`config.mk`:
```
export PLATFORM = sky130hd
export DESIGN_NAME = disp_cmd_rx
export DESIGN_NICKNAME = d
export VERILOG_FILES = /design/src/rtl/disp_rx_pkg.sv /design/src/rtl/link_sync.sv /design/src/rtl/byte_shifter.sv /design/src/rtl/cmd_regs.sv /design/src/rtl/disp_cmd_rx.sv
export SDC_FILE = /design/constraint.sdc
export NUM_CORES = 1
export LEC_CHECK = 0
export BUFFER_PORTS_ARGS = -buffer_cell sky130_fd_sc_hd__buf_4
export CORE_UTILIZATION = 30
export CTS_BUF_LIST = sky130_fd_sc_hd__clkbuf_16
export DETAILED_ROUTE_END_ITERATION = 7
export GPL_ROUTABILITY_DRIVEN = 0
export PLACE_DENSITY_LB_ADDON = 0.2
export SYNTH_ARGS = -nofsm -noshare
export SYNTH_HDL_FRONTEND = slang
export SYNTH_HIERARCHICAL = 1
export SYNTH_SLANG_ARGS = --single-unit
```
`constraint.sdc`:
```
create_clock -name clk -period 2.79 [get_ports clk]
set_input_delay 0.4185 -clock clk [delete_from_list [all_inputs] [get_ports clk]]
set_output_delay 0.4185 -clock clk [all_outputs]
set_load 0.01 [all_outputs]
```
`src/rtl/disp_rx_pkg.sv`:
```
package disp_rx_pkg;
  localparam int BYTE_W = 8;
  localparam int MODE_W = 2;
  localparam int DIM_W  = 3;

  typedef enum logic [1:0] {
    OP_MODE = 2'b00,
    OP_DSET = 2'b01,
    OP_DCTL = 2'b10,
    OP_ADDR = 2'b11
  } op_e;
endpackage

```
`src/rtl/link_sync.sv`:
```
module link_sync #(
  parameter int SYNC_STAGES = 2
) (
  input  logic clk,
  input  logic rst_n,
  input  logic ser_stb,
  input  logic ser_clk,
  input  logic ser_dat,
  output logic bit_valid,
  output logic bit_val,
  output logic frame_idle
);
  logic [SYNC_STAGES-1:0] stb_q, sck_q, dat_q;
  logic stb_now, sck_now, sck_d;

  always_ff @(posedge clk or negedge rst_n) begin
    if (!rst_n) begin
      stb_q <= '1;
      sck_q <= '1;
      dat_q <= '0;
      sck_d <= 1'b1;
    end else begin
      stb_q[0] <= ser_stb;
      sck_q[0] <= ser_clk;
      dat_q[0] <= ser_dat;
      for (int i = 1; i < SYNC_STAGES; i++) begin
        stb_q[i] <= stb_q[i-1];
        sck_q[i] <= sck_q[i-1];
        dat_q[i] <= dat_q[i-1];
      end
      sck_d <= sck_now;
    end
  end

  assign stb_now    = stb_q[SYNC_STAGES-1];
  assign sck_now    = sck_q[SYNC_STAGES-1];
  assign bit_val    = dat_q[SYNC_STAGES-1];
  assign frame_idle = stb_now;
  assign bit_valid  = sck_now & ~sck_d & ~stb_now;
endmodule

```
`src/rtl/byte_shifter.sv`:
```
module byte_shifter
  import disp_rx_pkg::*;
(
  input  logic              clk,
  input  logic              rst_n,
  input  logic              bit_valid,
  input  logic              bit_val,
  input  logic              frame_idle,
  output logic              byte_valid,
  output logic [BYTE_W-1:0] byte_data,
  output logic              byte_is_cmd
);
  localparam int CNT_W = $clog2(BYTE_W);
  localparam logic [CNT_W-1:0] LAST = CNT_W'(BYTE_W - 1);

  logic [BYTE_W-1:0] sh;
  logic [CNT_W-1:0]  cnt;
  logic              first;

  always_ff @(posedge clk or negedge rst_n) begin
    if (!rst_n) begin
      sh          <= '0;
      cnt         <= '0;
      first       <= 1'b1;
      byte_valid  <= 1'b0;
      byte_data   <= '0;
      byte_is_cmd <= 1'b0;
    end else begin
      byte_valid <= 1'b0;
      if (frame_idle) begin
        cnt   <= '0;
        first <= 1'b1;
      end else if (bit_valid) begin
        sh <= {bit_val, sh[BYTE_W-1:1]};
        if (cnt == LAST) begin
          cnt         <= '0;
          byte_valid  <= 1'b1;
          byte_data   <= {bit_val, sh[BYTE_W-1:1]};
          byte_is_cmd <= first;
          first       <= 1'b0;
        end else begin
          cnt <= cnt + 1'b1;
        end
      end
    end
  end

  // strobe high leaves no partial byte behind
  assert_partial_cleared_R4: assert property (@(posedge clk) disable iff (!rst_n)
    frame_idle |=> (cnt == '0));

  // a byte needs several serial edges, never two back to back
  assert_byte_spacing_R2: assert property (@(posedge clk) disable iff (!rst_n)
    byte_valid |=> !byte_valid);

  // a byte seen while the strobe is high cannot be produced
  assert_first_is_cmd_R3: assert property (@(posedge clk) disable iff (!rst_n)
    (byte_valid && $past(frame_idle)) |-> 1'b0);
endmodule

```
`src/rtl/cmd_regs.sv`:
```
module cmd_regs
  import disp_rx_pkg::*;
#(
  parameter int ADDR_W    = 4,
  parameter int RAM_DEPTH = 14
) (
  input  logic              clk,
  input  logic              rst_n,
  input  logic              byte_valid,
  input  logic [BYTE_W-1:0] byte_data,
  input  logic              byte_is_cmd,
  output logic              wr_valid,
  output logic [ADDR_W-1:0] wr_addr,
  output logic [BYTE_W-1:0] wr_data,
  output logic [MODE_W-1:0] scan_mode,
  output logic [DIM_W-1:0]  dim_code,
  output logic              disp_on,
  output logic              test_mode
);
  localparam logic [ADDR_W:0] DEPTH_V = (ADDR_W+1)'(RAM_DEPTH);

  logic [ADDR_W-1:0] addr;
  logic              fixed_addr;
  logic [1:0]        wr_sel;
  logic              addr_ok;
  op_e               op;

  assign op      = op_e'(byte_data[7:6]);
  assign addr_ok = {1'b0, addr} < DEPTH_V;

  always_ff @(posedge clk or negedge rst_n) begin
    if (!rst_n) begin
      addr       <= '0;
      fixed_addr <= 1'b0;
      wr_sel     <= 2'b00;
      test_mode  <= 1'b0;
      scan_mode  <= '1;
      dim_code   <= '0;
      disp_on    <= 1'b0;
      wr_valid   <= 1'b0;
      wr_addr    <= '0;
      wr_data    <= '0;
    end else begin
      wr_valid <= 1'b0;
      if (byte_valid && byte_is_cmd) begin
        case (op)
          OP_MODE: begin
            if (byte_data[MODE_W-1:0] != scan_mode) begin
              scan_mode <= byte_data[MODE_W-1:0];
              disp_on   <= 1'b0;
            end
          end
          OP_DSET: begin
            test_mode  <= byte_data[3];
            fixed_addr <= byte_data[2];
            wr_sel     <= byte_data[1:0];
          end
          OP_DCTL: begin
            disp_on  <= byte_data[3];
            dim_code <= byte_data[DIM_W-1:0];
          end
          OP_ADDR: addr <= byte_data[ADDR_W-1:0];
          default: ;
        endcase
      end else if (byte_valid) begin
        if (wr_sel == 2'b00 && addr_ok) begin
          wr_valid <= 1'b1;
          wr_addr  <= addr;
          wr_data  <= byte_data;
          if (!fixed_addr) addr <= addr + 1'b1;
        end
      end
    end
  end

  // writes only ever target the valid window
  assert_wr_in_range_R6: assert property (@(posedge clk) disable iff (!rst_n)
    wr_valid |-> ({1'b0, wr_addr} < DEPTH_V));

  // data arriving at an invalid address is dropped
  assert_drop_invalid_R8: assert property (@(posedge clk) disable iff (!rst_n)
    (byte_valid && !byte_is_cmd && !addr_ok) |=> !wr_valid);

  // fixed addressing never moves the pointer on data
  assert_fixed_hold_R7: assert property (@(posedge clk) disable iff (!rst_n)
    (byte_valid && !byte_is_cmd && fixed_addr) |=> (addr == $past(addr)));

  // a mode change always leaves the display blanked
  assert_mode_blank_R9: assert property (@(posedge clk) disable iff (!rst_n)
    (scan_mode != $past(scan_mode)) |-> !disp_on);
endmodule

```
`src/rtl/disp_cmd_rx.sv`:
```
module disp_cmd_rx
  import disp_rx_pkg::*;
#(
  parameter int SYNC_STAGES = 2,
  parameter int ADDR_W      = 4,
  parameter int RAM_DEPTH   = 14
) (
  input  logic              clk,
  input  logic              rst_n,
  input  logic              ser_stb,
  input  logic              ser_clk,
  input  logic              ser_dat,
  output logic              wr_valid,
  output logic [ADDR_W-1:0] wr_addr,
  output logic [7:0]        wr_data,
  output logic [1:0]        scan_mode,
  output logic [2:0]        dim_code,
  output logic              disp_on,
  output logic              test_mode
);
  logic              bit_valid, bit_val, frame_idle;
  logic              byte_valid, byte_is_cmd;
  logic [BYTE_W-1:0] byte_data;

  link_sync #(.SYNC_STAGES(SYNC_STAGES)) u_sync (
    .clk(clk), .rst_n(rst_n),
    .ser_stb(ser_stb), .ser_clk(ser_clk), .ser_dat(ser_dat),
    .bit_valid(bit_valid), .bit_val(bit_val), .frame_idle(frame_idle)
  );

  byte_shifter u_shift (
    .clk(clk), .rst_n(rst_n),
    .bit_valid(bit_valid), .bit_val(bit_val), .frame_idle(frame_idle),
    .byte_valid(byte_valid), .byte_data(byte_data), .byte_is_cmd(byte_is_cmd)
  );

  cmd_regs #(.ADDR_W(ADDR_W), .RAM_DEPTH(RAM_DEPTH)) u_regs (
    .clk(clk), .rst_n(rst_n),
    .byte_valid(byte_valid), .byte_data(byte_data), .byte_is_cmd(byte_is_cmd),
    .wr_valid(wr_valid), .wr_addr(wr_addr), .wr_data(wr_data),
    .scan_mode(scan_mode), .dim_code(dim_code), .disp_on(disp_on),
    .test_mode(test_mode)
  );
endmodule

```
After elaboration in Yosys (flattened, before gate mapping). Index checks and enable logic that the tools add are counted.

Bitwise logic cells: 5. Add/subtract/negate cells: 2. Reductions and logical operators: 18. Eq/ne operators: 8. Mux-type cells: 19. Magnitude comparators: 1.

Operator list (number): $mux W4 (5); $reduce_and A3 Y1 (4); $mux W1 (10); $reduce_bool A2 Y1 (5); $mux W3 (3); $reduce_and A2 Y1 (4); $add A4 B1 Y4 const B (1); $eq A2 B2 Y1 const B (2); $logic_not A2 Y1 (2); $lt A4 B4 Y1 const B (1); $ne A2 B2 Y1 const B (2); $reduce_and A4 Y1 (1); $add A3 B1 Y3 const B (1); $eq A3 B3 Y1 const B (1); $not A1 Y1 (3); $and A1 B1 Y1 (2); $eq A2 B1 Y1 const B (1); $logic_and A1 B1 Y1 (2); $ne A2 B1 Y1 const B (1); $ne A2 B2 Y1 (1); $pmux W1 S2 (1).

Register bits: 56. Logic and storage cells: 73. Input port bits: 5. Output and inout port bits: 20.

Depth between registers and ports, before layout. Gate-level depths: netlist of the first run.

Depth after elaboration: 5. Mapped depth: 5. Gate-level depth less buffers: 4.

Hierarchy. Netlist of the first run, hierarchy kept.

Modules (own cells, without submodules): cmd_regs (instances 1, area an instance 1199.9 µm², seq. area each 678.2 µm², cells an instance 87); byte_shifter (instances 1, area an instance 865.8 µm², seq. area each 526.8 µm², cells an instance 54); link_sync (instances 1, area an instance 193.9 µm², seq. area each 181.4 µm², cells an instance 8).

Worst setup path before layout of the first run. OpenSTA, ideal clock, no wires.

Kind: reg2reg. Start point: reg u_regs.addr[1]. End point: reg u_regs.wr_addr[0]. Arrival: 1.425 ns. Buffers on the path: 1. Data required time: 2.665 ns. Slack: 1.239 ns. Stages on the path, launching flop included: 5. Clock period less this slack: 1.551 ns. Setup time: 0.125 ns. Cell sequence: dfrtp_1 a311oi_2 nand3b_2 buf_6 mux2_4.

Word-level cells in the longest chain between the ends: 3.

RTL lines: from (decl) (line cmd_regs.sv:22) `logic [ADDR_W-1:0] addr;`; from (signal assigned) (line cmd_regs.sv:62) `OP_ADDR: addr <= byte_data[ADDR_W-1:0];`; from (signal assigned) (line cmd_regs.sv:70) `if (!fixed_addr) addr <= addr + 1'b1;`; $lt A4 B4 Y1 (line cmd_regs.sv:29) `assign addr_ok = {1'b0, addr} < DEPTH_V;`; $logic_and A1 B1 Y1 (line cmd_regs.sv:66) `if (wr_sel == 2'b00 && addr_ok) begin`; $reduce_and A3 Y1 (no source line); to (signal assigned) (line cmd_regs.sv:68) `wr_addr <= addr;`; to (decl) (line cmd_regs.sv:13) `output logic [ADDR_W-1:0] wr_addr,`.

Every way passes these cells. A chain may end at the register's enable or synchronous reset.

Worst setup path in the final report of the first run.
Start point: reg u_sync.sck_q[1]. End point: reg u_shift.byte_data[7].

Word-level cells in the longest chain between the ends: 3.

RTL lines: from (decl) (line link_sync.sv:13) `logic [SYNC_STAGES-1:0] stb_q, sck_q, dat_q;`; from (signal, indexed assignment) (line link_sync.sv:28) `sck_q[i] <= sck_q[i-1];`; $and A1 B1 Y1 (2 in a row) (line link_sync.sv:39) `assign bit_valid = sck_now & ~sck_d & ~stb_now;`; named net bit_valid (line disp_cmd_rx.sv:21) `logic bit_valid, bit_val, frame_idle;`; $reduce_and A3 Y1 (no source line); to (signal assigned) (line byte_shifter.sv:38) `byte_data <= {bit_val, sh[BYTE_W-1:1]};`; to (decl) (line byte_shifter.sv:10) `output logic [BYTE_W-1:0] byte_data,`.

The timed path passes the listed nets, and every way through them passes these cells.

==> reports/metrics.yaml, run 1 <==
finalSetupViolations: 0
synth_largest_area_cell: "dfrtp_1"
use_met2: 0.1846
maxCapViolations: 0
max_stage_delay_ns: 0.53
cts_root_buf: "clkbuf_16"
slew_violations: 0
crit_chain: "nor3b_2 > nand3b_1 > mux2_4"
viasPerCell: 4.514
cts.sinks: 55
required_ns: 2.96
initial_utilization: 0.3115
fin_skew_ns: 0.005380
grtUsageMet1: 0.1431
clock_power_share: 0.390
cp-end-kind: "flip-flop"
cts_hold_buf: 0
dieWidth_um: 88.79
hold_viol: 0
hpwlAfterDp_mm: 2.667
status: "complete, no violations"
crit_slowest_cell: "dfstp_2"
placement.cell_area_um2: 2529
drtPass1Iterations: 4
setup_ws_ns: 0.7505
cp_num_buf_inv: 0
fin_setup_tns_ns: 0
vdd_drop_max_v: 0.0002339
cellPowerDensity_nw_per_um2: 558.9
synth_area_um2: 2260
num-nets-final: 184
p_sw_mw: 0.3062
grt_pass1_vias: 1311
rsz0062_at_grt: "no"
synth_top_area_share: 0.5205
wl_per_cell_um: 14.29
routed_wl_mm: 3.945
ant_nets: 0
final_cell_mix: "47 x dfrtp_1, 24 x buf_4, 19 x mux2_2, 18 x mux2_4, 8 x dfstp_2"
clk-insertion-delay-late_ns: 0.28
overflow: 0
area_growth_pct: 17.94
period_share: 0.7310
grtUsageMet3: 0.03172
combPwrFrac: 0.035
nFillCells: 700
via_count: 1246
final_common_cell: "dfrtp_1"
p_sw_frac: 0.2056
ys_ff_latch: 55
drtIter0Drc: 52
syn_area_per_cell_um2: 15.17
relSlewSlack: 0.5489
fp.dieH_um: 88.79
core-area_um2: 7253
cts_resized: 0
tightest_slew_ns: 0.6767
ys_seq_area_frac: 0.6135
holdWs_ns: 0.1760
dieArea_um2: 7884
critPathArrivalTime_ns: 2.20
cts_buffers: 5
busiest_layer: "met2"
grt_max_degree: 56
pre_cts_slack_ns: 0.7428
track_usage: 0.1121
synth_cell_types: 34
antenna_found_initial: 0
worstSetupStartpointType: "flip-flop"
cts_setup_buffers: 0
synth_fp_nets: 157
ctsLongestPathBuffers: 2
tritoncts: "built"
synthCells: 149
p_leak_nw: 1.367
multi_input_area_um2: 830.8
fin_area_um2: 2665
cp_top_family: "simple AND/OR/NAND/NOR gates"
min_period_ns: 2.039
internal-power_mw: 1.183
yosys_warnings: 6
grt_pass1_wl_mm: 6.582
p_seq_frac: 0.575
path_class: "reg -> reg"
fmax_mhz: 490.3
num_antenna_cells: 0
io_pins: 25
final_core_util: 0.3674
place.port_buffers: 24
hold_path.class: "in -> async"
synth.area.top_cells: "dfrtp_1 52%, mux2_4 12%, mux2_2 9.5%"
register_area_um2: 1386
path_max_fanout: 10
drive_gt1_frac: 0.4350
clk_pin_slew_ns: 0.07
drc: 0
cts-htree-levels: 2
rows: 31
power groups by stage:
stage	sequential [mW]	combinational (mW)	clock (mW)
2_1_floorplan	0.862	0.0308	0
3_3_place_gp	0.871	0.0508	0
3_5_place_dp	0.873	0.0542	0
4_1_cts	0.857	0.0549	0.600
5_1_grt	0.862	0.0593	0.632
6_report	0.857	0.0519	0.581
sequential cells by signal, summed over array words and instances, names as in the netlist, 2 cells and up:
signal and cells:
u_regs/wr_data 8, u_regs/addr 4, u_regs/dim_code 3, u_sync/dat_q 2, u_regs/scan_mode 2, u_regs/wr_addr 4, u_shift/cnt 3, u_regs/wr_sel 2
u_sync/stb_q 2, u_shift/sh 7, u_shift/byte_data 8, u_sync/sck_q 2
metrics by stage:
stage,cells,total power [mW]
CTS,276,1.512
finish,276,1.490
global route,276,1.553
detailed placement,268,0.9271
global placement,268,0.9214
floorplan,149,0.8932
layout make-up:
type	instances	share of cell area
inverter	2	0.002817
sequential	55	0.5202
multi-input combinational	88	0.3117
clock buffer	5	0.04695
tap	99	0.04648
timing repair buffer	24	0.06761
clock inverter	3	0.004225
Yosys cell counts:
library cell  number
nand3b_2           1
a31oi_1            1
nand3b_1           2
buf_2              1
ha_1               3
and4b_1            1
a2bb2oi_1          2
buf_4              1
xor2_1             2
and2_1             1
dfstp_2            8
nand2b_1           2
o21a_1             1
and3_1             1
o31ai_1            1
mux2_2            19
mux2i_1            2
mux2_4            18
o21ai_0            4
inv_1              2
a311oi_2           1
nor3b_2            1
a21o_1             1
o22ai_1            1
nand4_1            1
nor3_1             2
nand2_1            5
or3b_1             1
a21oi_1            3
o32a_1             1
dfrtp_1           47
nor2_1             7
nand3_1            3
buf_6              2
worst reg2reg max path, cell delays in order (launching register included):
cell	delay, ns
dfstp_2	0.53
nor3b_2	0.40
nand3b_1	0.53
mux2_4	0.47
kinds of logic (layout without fill, tap and decap cells):
logic type,count (synthesis),count (layout),share of synthesized area
AO/OA/AOI/OAI,16,16,0.04984
adder cells (fa/ha/maj),3,3,0.01661
buffers and inverters,6,34,0.01883
flip-flops,55,55,0.6135
XOR/XNOR,2,2,0.007753
AND/OR/NAND/NOR,28,28,0.07032
multiplexers,39,39,0.2231
metal layers:
layer	vias up	part of all wire
li1	584	-
met1	634	0.46
met2	23	0.48
met3	5	0.039
met4	0	0.013
met5	-	0
path summary, 6_finish.rpt:
check,endpoint,start,slack [ns],depth (start not counted)
min in group clk,u_sync/dat_q[0],ser_dat,0.24,1
max in group asynchronous,u_regs/wr_data[6],rst_n,2.17,1
max,u_shift/byte_data[7],u_sync/sck_q[1],0.75,3
min reg2reg,u_sync/dat_q[1],u_sync/dat_q[0],0.35,0
min,u_regs/test_mode,rst_n,0.18,1
max reg2reg,u_shift/byte_data[7],u_sync/sck_q[1],0.75,3
Note: power is estimated with default switching activity, not from simulation.
==> run 2, diff against run 1 <==
Clock period 2.79 ns to 1.9 ns, I/O delays scaled along.
==> run 2 against run 1 <==
Wire length increased by 2.1%. Clock power up 71%. Die area unchanged. Count of clock-buffer cells in the layout is the same. First-iteration DRC count is 9.6% higher. Critical path type unchanged.
==> reports/metrics.yaml, run 2 (synthesis gave the netlist of run 1 again) <==
rows: 31  # unchanged
fin_area_um2: 2726  # +2.3%
path_class: "reg -> reg"
overflow: 0  # unchanged
multi_input_area_um2: 830.8  # unchanged
initial_utilization: 0.3115  # unchanged
rsz0062_at_grt: "no"
vdd_drop_max_v: 0.0003339  # +43%
final_cell_mix: "47 x dfrtp_1, 26 x buf_4, 19 x mux2_2, 18 x mux2_4, 8 x dfstp_2"
cellPowerDensity_nw_per_um2: 852.5  # +53%
drtIter0Drc: 57  # +9.6%
place.port_buffers: 24  # unchanged
num-nets-final: 187  # +1.6%
ant_nets: 0  # unchanged
clk_pin_slew_ns: 0.07  # about the same
tritoncts: "built"
grt_pass1_wl_mm: 6.755  # +2.6%
clk-insertion-delay-late_ns: 0.29  # about the same
core-area_um2: 7253  # unchanged
cts_hold_buf: 0  # unchanged
final_common_cell: "dfrtp_1"
maxCapViolations: 0  # unchanged
worstSetupStartpointType: "flip-flop"
antenna_found_initial: 0  # unchanged
cts_buffers: 5  # unchanged
ctsLongestPathBuffers: 2  # unchanged
cts-htree-levels: 2  # unchanged
tightest_slew_ns: 0.6846  # +0.007908 ns
final_cells: 279  # +1.1%
path_max_fanout: 11  # +1
dieWidth_um: 88.79  # unchanged
num_antenna_cells: 0  # unchanged
critPathArrivalTime_ns: 1.88  # -0.32 ns
status: "complete, no violations"
via_count: 1265  # +1.5%
register_area_um2: 1386  # unchanged
required_ns: 2.07  # -0.89 ns
dp.cells: 271  # +1.1%
finalSetupViolations: 0  # unchanged
io_pins: 25  # unchanged
slew_violations: 0  # unchanged
fmax_mhz: 586.5  # +20%
placement.cell_area_um2: 2564  # +1.4%
cts.sinks: 55  # unchanged
cts_resized: 0  # unchanged
period_share: 0.8974  # +0.1664
hold_viol: 0  # unchanged
nFillCells: 700  # unchanged
reg_top3: "u_regs/wr_data x8, u_shift/byte_data x8, u_shift/sh x7"
area_growth_pct: 20.65
track_usage: 0.1160  # +0.003862
cts_root_buf: "clkbuf_16"
relSlewSlack: 0.5436  # -0.005272
grt_max_degree: 56  # unchanged
min_period_ns: 1.705  # -0.3344 ns
grt_pass1_vias: 1364  # +4.0%
cp-end-kind: "flip-flop"
dieArea_um2: 7884  # unchanged
fin_skew_ns: 0.005000  # -0.0003797 ns
wl_per_cell_um: 14.44  # +1.0%
fp.dieH_um: 88.79  # unchanged
p_leak_nw: 1.403  # +2.7%
hpwlAfterDp_mm: 2.858  # +7.2%
drtPass1Iterations: 4  # unchanged
hold_path.class: "in -> async"
drc: 0  # unchanged
viasPerCell: 4.534  # +0.43%
drive_gt1_frac: 0.4500  # +0.01497
fin_setup_tns_ns: 0  # unchanged
cts_setup_buffers: 0  # unchanged
routed_wl_mm: 4.028  # +2.1%
-- run 2: cell types whose count changed in the layout (fill, tap and decap cells not counted), sizes merged --
cell / change
buf: +3
clkinv: -2
inv: +1
bufinv: +1
-- run 2: worst max-delay path, stage by stage, from the launching register on --
cell and delay (ns):
dfrtp_1 0.44, a311oi_2 0.44, nand3b_2 0.22, buf_12 0.20
mux2_4 0.29
-- run 2: layer usage --
layer,vias to the layer above,global-route usage,routed length (um)
met5,-,0,0
li1,595,-,-
met3,6,0.03451,137
met1,640,0.1456,1812
met4,0,0.04839,59
met2,24,0.1867,2018
-- run 2: area by class of cell --
cell class | instances | area share
clock buffers | 5 | 0.04589
well taps | 99 | 0.04543
repair buffers | 27 | 0.07894
inverters | 2 | 0.002754
flip-flops and latches | 55 | 0.5085
multi-input cells | 88 | 0.3047
clock inverters | 3 | 0.01377
-- run 2: worst paths after layout --
check | from | endpoint | slack (ns) | cells past startpoint
setup / recovery | u_regs/addr[1] | u_regs/wr_data[6] | 0.19 | 4
hold / removal | rst_n | u_regs/wr_data[2] | 0.04 | 1
setup reg to reg | u_regs/addr[1] | u_regs/wr_data[6] | 0.19 | 4
hold reg to reg | u_sync/dat_q[0] | u_sync/dat_q[1] | 0.35 | 0
max in group asynchronous | rst_n | u_sync/dat_q[0] | 1.41 | 1
min in group clk | ser_stb | u_sync/stb_q[0] | 0.10 | 1
-- run 2: per-stage QoR --
step             util  power, mW  hold slack (ns)  setup slack (ns)
4_1_cts        0.3759      2.369          0.06974            0.1818
6_report       0.3759      2.324          0.04408            0.1949
3_3_place_gp   0.3535      1.353           0.3320            0.2272
3_5_place_dp   0.3535      1.360           0.3418            0.2023
2_1_floorplan       -      1.312         -0.01059            0.3494
5_1_grt        0.3759      2.433          0.08665            0.1076
-- run 2: power by group --
| part | leakage (nW) | switching [mW] | internal, mW |
|---|---|---|---|
| Combinational | 0.588 | 0.0354 | 0.0407 |
| Clock | 0.0864 | 0.379 | 0.612 |
| Sequential | 0.729 | 0.0340 | 1.22 |
| Total | 1.40 | 0.449 | 1.88 |
==> run 3, diff against run 2 <==
Settings changed: CAP_MARGIN from default to 20, CORE_ASPECT_RATIO from default to 2, SLEW_MARGIN from default to 30.
==> run 3 against run 2 <==
Utilization is 0.071 points lower. Count of clock-buffer cells in the layout unchanged. Design area stayed put. Clock power grew 4%. Clock skew hardly changed. Non-clock buffer count is 2 higher. Die area up 0.26%. Setup slack better by 0.025 ns. Sequential power about the same. First-iteration DRC count fell by 11%. Worst hold slack got worse by 0.020 ns. Fmax is 1.5% higher.
==> reports/metrics.yaml, run 3 (synthesis gave the netlist of run 1 again) <==
initial_utilization: 0.3110  # -0.0005901
path_max_fanout: 13  # +2
cp-end-kind: "flip-flop"
via_count: 1300  # +2.8%
final_cells: 274  # -1.8%
drive_gt1_frac: 0.4670  # +0.01703
cellPowerDensity_nw_per_um2: 868.2  # +1.8%
rrSetupSlack_ns: 0.22  # +0.03 ns
cts-htree-levels: 2  # unchanged
path_class: "reg -> reg"
drtPass1Iterations: 4  # unchanged
hold_viol: 0  # unchanged
final_cell_mix: "47 x dfrtp_1, 29 x buf_4, 19 x mux2_2, 18 x mux2_4, 8 x dfstp_2"
drtIter0Drc: 51  # -11%
grt_max_degree: 56  # unchanged
place.port_buffers: 24  # unchanged
grt_pass1_vias: 1442  # +5.7%
holdWs_ns: 0.02453  # -0.01955 ns
antenna_found_initial: 0  # unchanged
tritoncts: "built"
area_growth_pct: 20.65  # unchanged
slew_violations: 0  # unchanged
cts_hold_buf: 0  # unchanged
clk-insertion-delay-late_ns: 0.29  # about the same
finalSetupViolations: 0  # unchanged
cts.sinks: 55  # unchanged
min_period_ns: 1.680  # -0.02532 ns
grt_pass1_wl_mm: 7.224  # +6.9%
critPathArrivalTime_ns: 1.86  # -0.02 ns
dp.cells: 266  # -1.8%
final_common_cell: "dfrtp_1"
dieArea_um2: 7904  # +0.26%
ctsLongestPathBuffers: 2  # unchanged
drc: 0  # unchanged
fin_area_um2: 2726  # unchanged
fp.dieH_um: 124.7  # +40%
relSlewSlack: 0.5416  # -0.001969
rows: 44  # +42%
nFillCells: 725  # +3.6%
dieWidth_um: 63.37  # -29%
wl_per_cell_um: 15.69  # +8.7%
viasPerCell: 4.745  # +4.6%
maxCapViolations: 0  # unchanged
fmax_mhz: 595.3  # +1.5%
cts_resized: 0  # unchanged
clk_pin_slew_ns: 0.07  # about the same
fin_skew_ns: 0.005357  # +0.0003574 ns
period_share: 0.8841  # -0.01332
fin_setup_tns_ns: 0  # unchanged
p_leak_nw: 1.405  # +0.13%
worstSetupStartpointType: "flip-flop"
ant_nets: 0  # unchanged
reg_top3: "u_regs/wr_data x8, u_shift/byte_data x8, u_shift/sh x7"
num-nets-final: 189  # +1.1%
hold_path.class: "in -> async"
tightest_slew_ns: 0.6875  # +0.002955 ns
cts_buffers: 5  # unchanged
vdd_drop_max_v: 0.0005239  # +57%
status: "complete, no violations"
core-area_um2: 7267  # +0.19%
required_ns: 2.08  # about the same
io_pins: 25  # unchanged
routed_wl_mm: 4.299  # +6.7%
cts_setup_buffers: 0  # unchanged
rsz0062_at_grt: "no"
hpwlAfterDp_mm: 3.115  # +9.0%
cts_root_buf: "clkbuf_16"
overflow: 0  # unchanged
num_antenna_cells: 0  # unchanged
track_usage: 0.1207  # +0.004708
placement.cell_area_um2: 2557  # -0.24%
run 3: per-stage QoR:
stage / total power, mW / setup WS [ns] / util
2_1_floorplan: 1.312 / 0.3494 / -
3_3_place_gp: 1.352 / 0.3384 / 0.3519
3_5_place_dp: 1.360 / 0.2569 / 0.3519
4_1_cts: 2.408 / 0.2475 / 0.3752
5_1_grt: 2.460 / 0.1748 / 0.3752
6_report: 2.367 / 0.2202 / 0.3752
run 3: layout make-up:
class                      instances  area, um2  area share
clock buffer                       5      125.1     0.04589
clock inverter                     3      43.79     0.01606
inverter                           2      7.507    0.002754
multi-input combinational         88      830.8      0.3047
sequential                        55       1386      0.5085
tap                               92      115.1     0.04222
timing repair buffer              29      217.7     0.07985
run 3: per-layer routing:
metal / share of wire / track usage / vias to the layer above
met5: 0 / 0 / -
met4: 0.048 / 0.08289 / 0
met3: 0.030 / 0.02747 / 13
met2: 0.57 / 0.2159 / 37
met1: 0.35 / 0.1180 / 655
li1: - / - / 595
run 3: path summary, 6_finish.rpt:
check	start	endpoint	depth (start not counted)
worst max-delay path	u_regs/addr[1]	u_regs/wr_data[3]	4
worst min-delay path	rst_n	u_regs/wr_valid	1
worst max register to register	u_regs/addr[1]	u_regs/wr_data[3]	4
worst min register to register	u_sync/dat_q[0]	u_sync/dat_q[1]	0
max in group asynchronous	rst_n	u_regs/dim_code[1]	1
min in group clk	ser_clk	u_sync/sck_q[0]	1
run 3: critical path, cell delays in order, from the launching register on:
cell and delay (ns):
dfrtp_1 0.46, a311oi_2 0.45, nand3b_2 0.13, buf_4 0.22
mux2_4 0.31
run 3: power by group:
group | leakage [nW] | internal (mW) | switching (mW)
Clock | 0.0838 | 0.622 | 0.413
Combinational | 0.592 | 0.0406 | 0.0351
Sequential | 0.729 | 1.22 | 0.0341
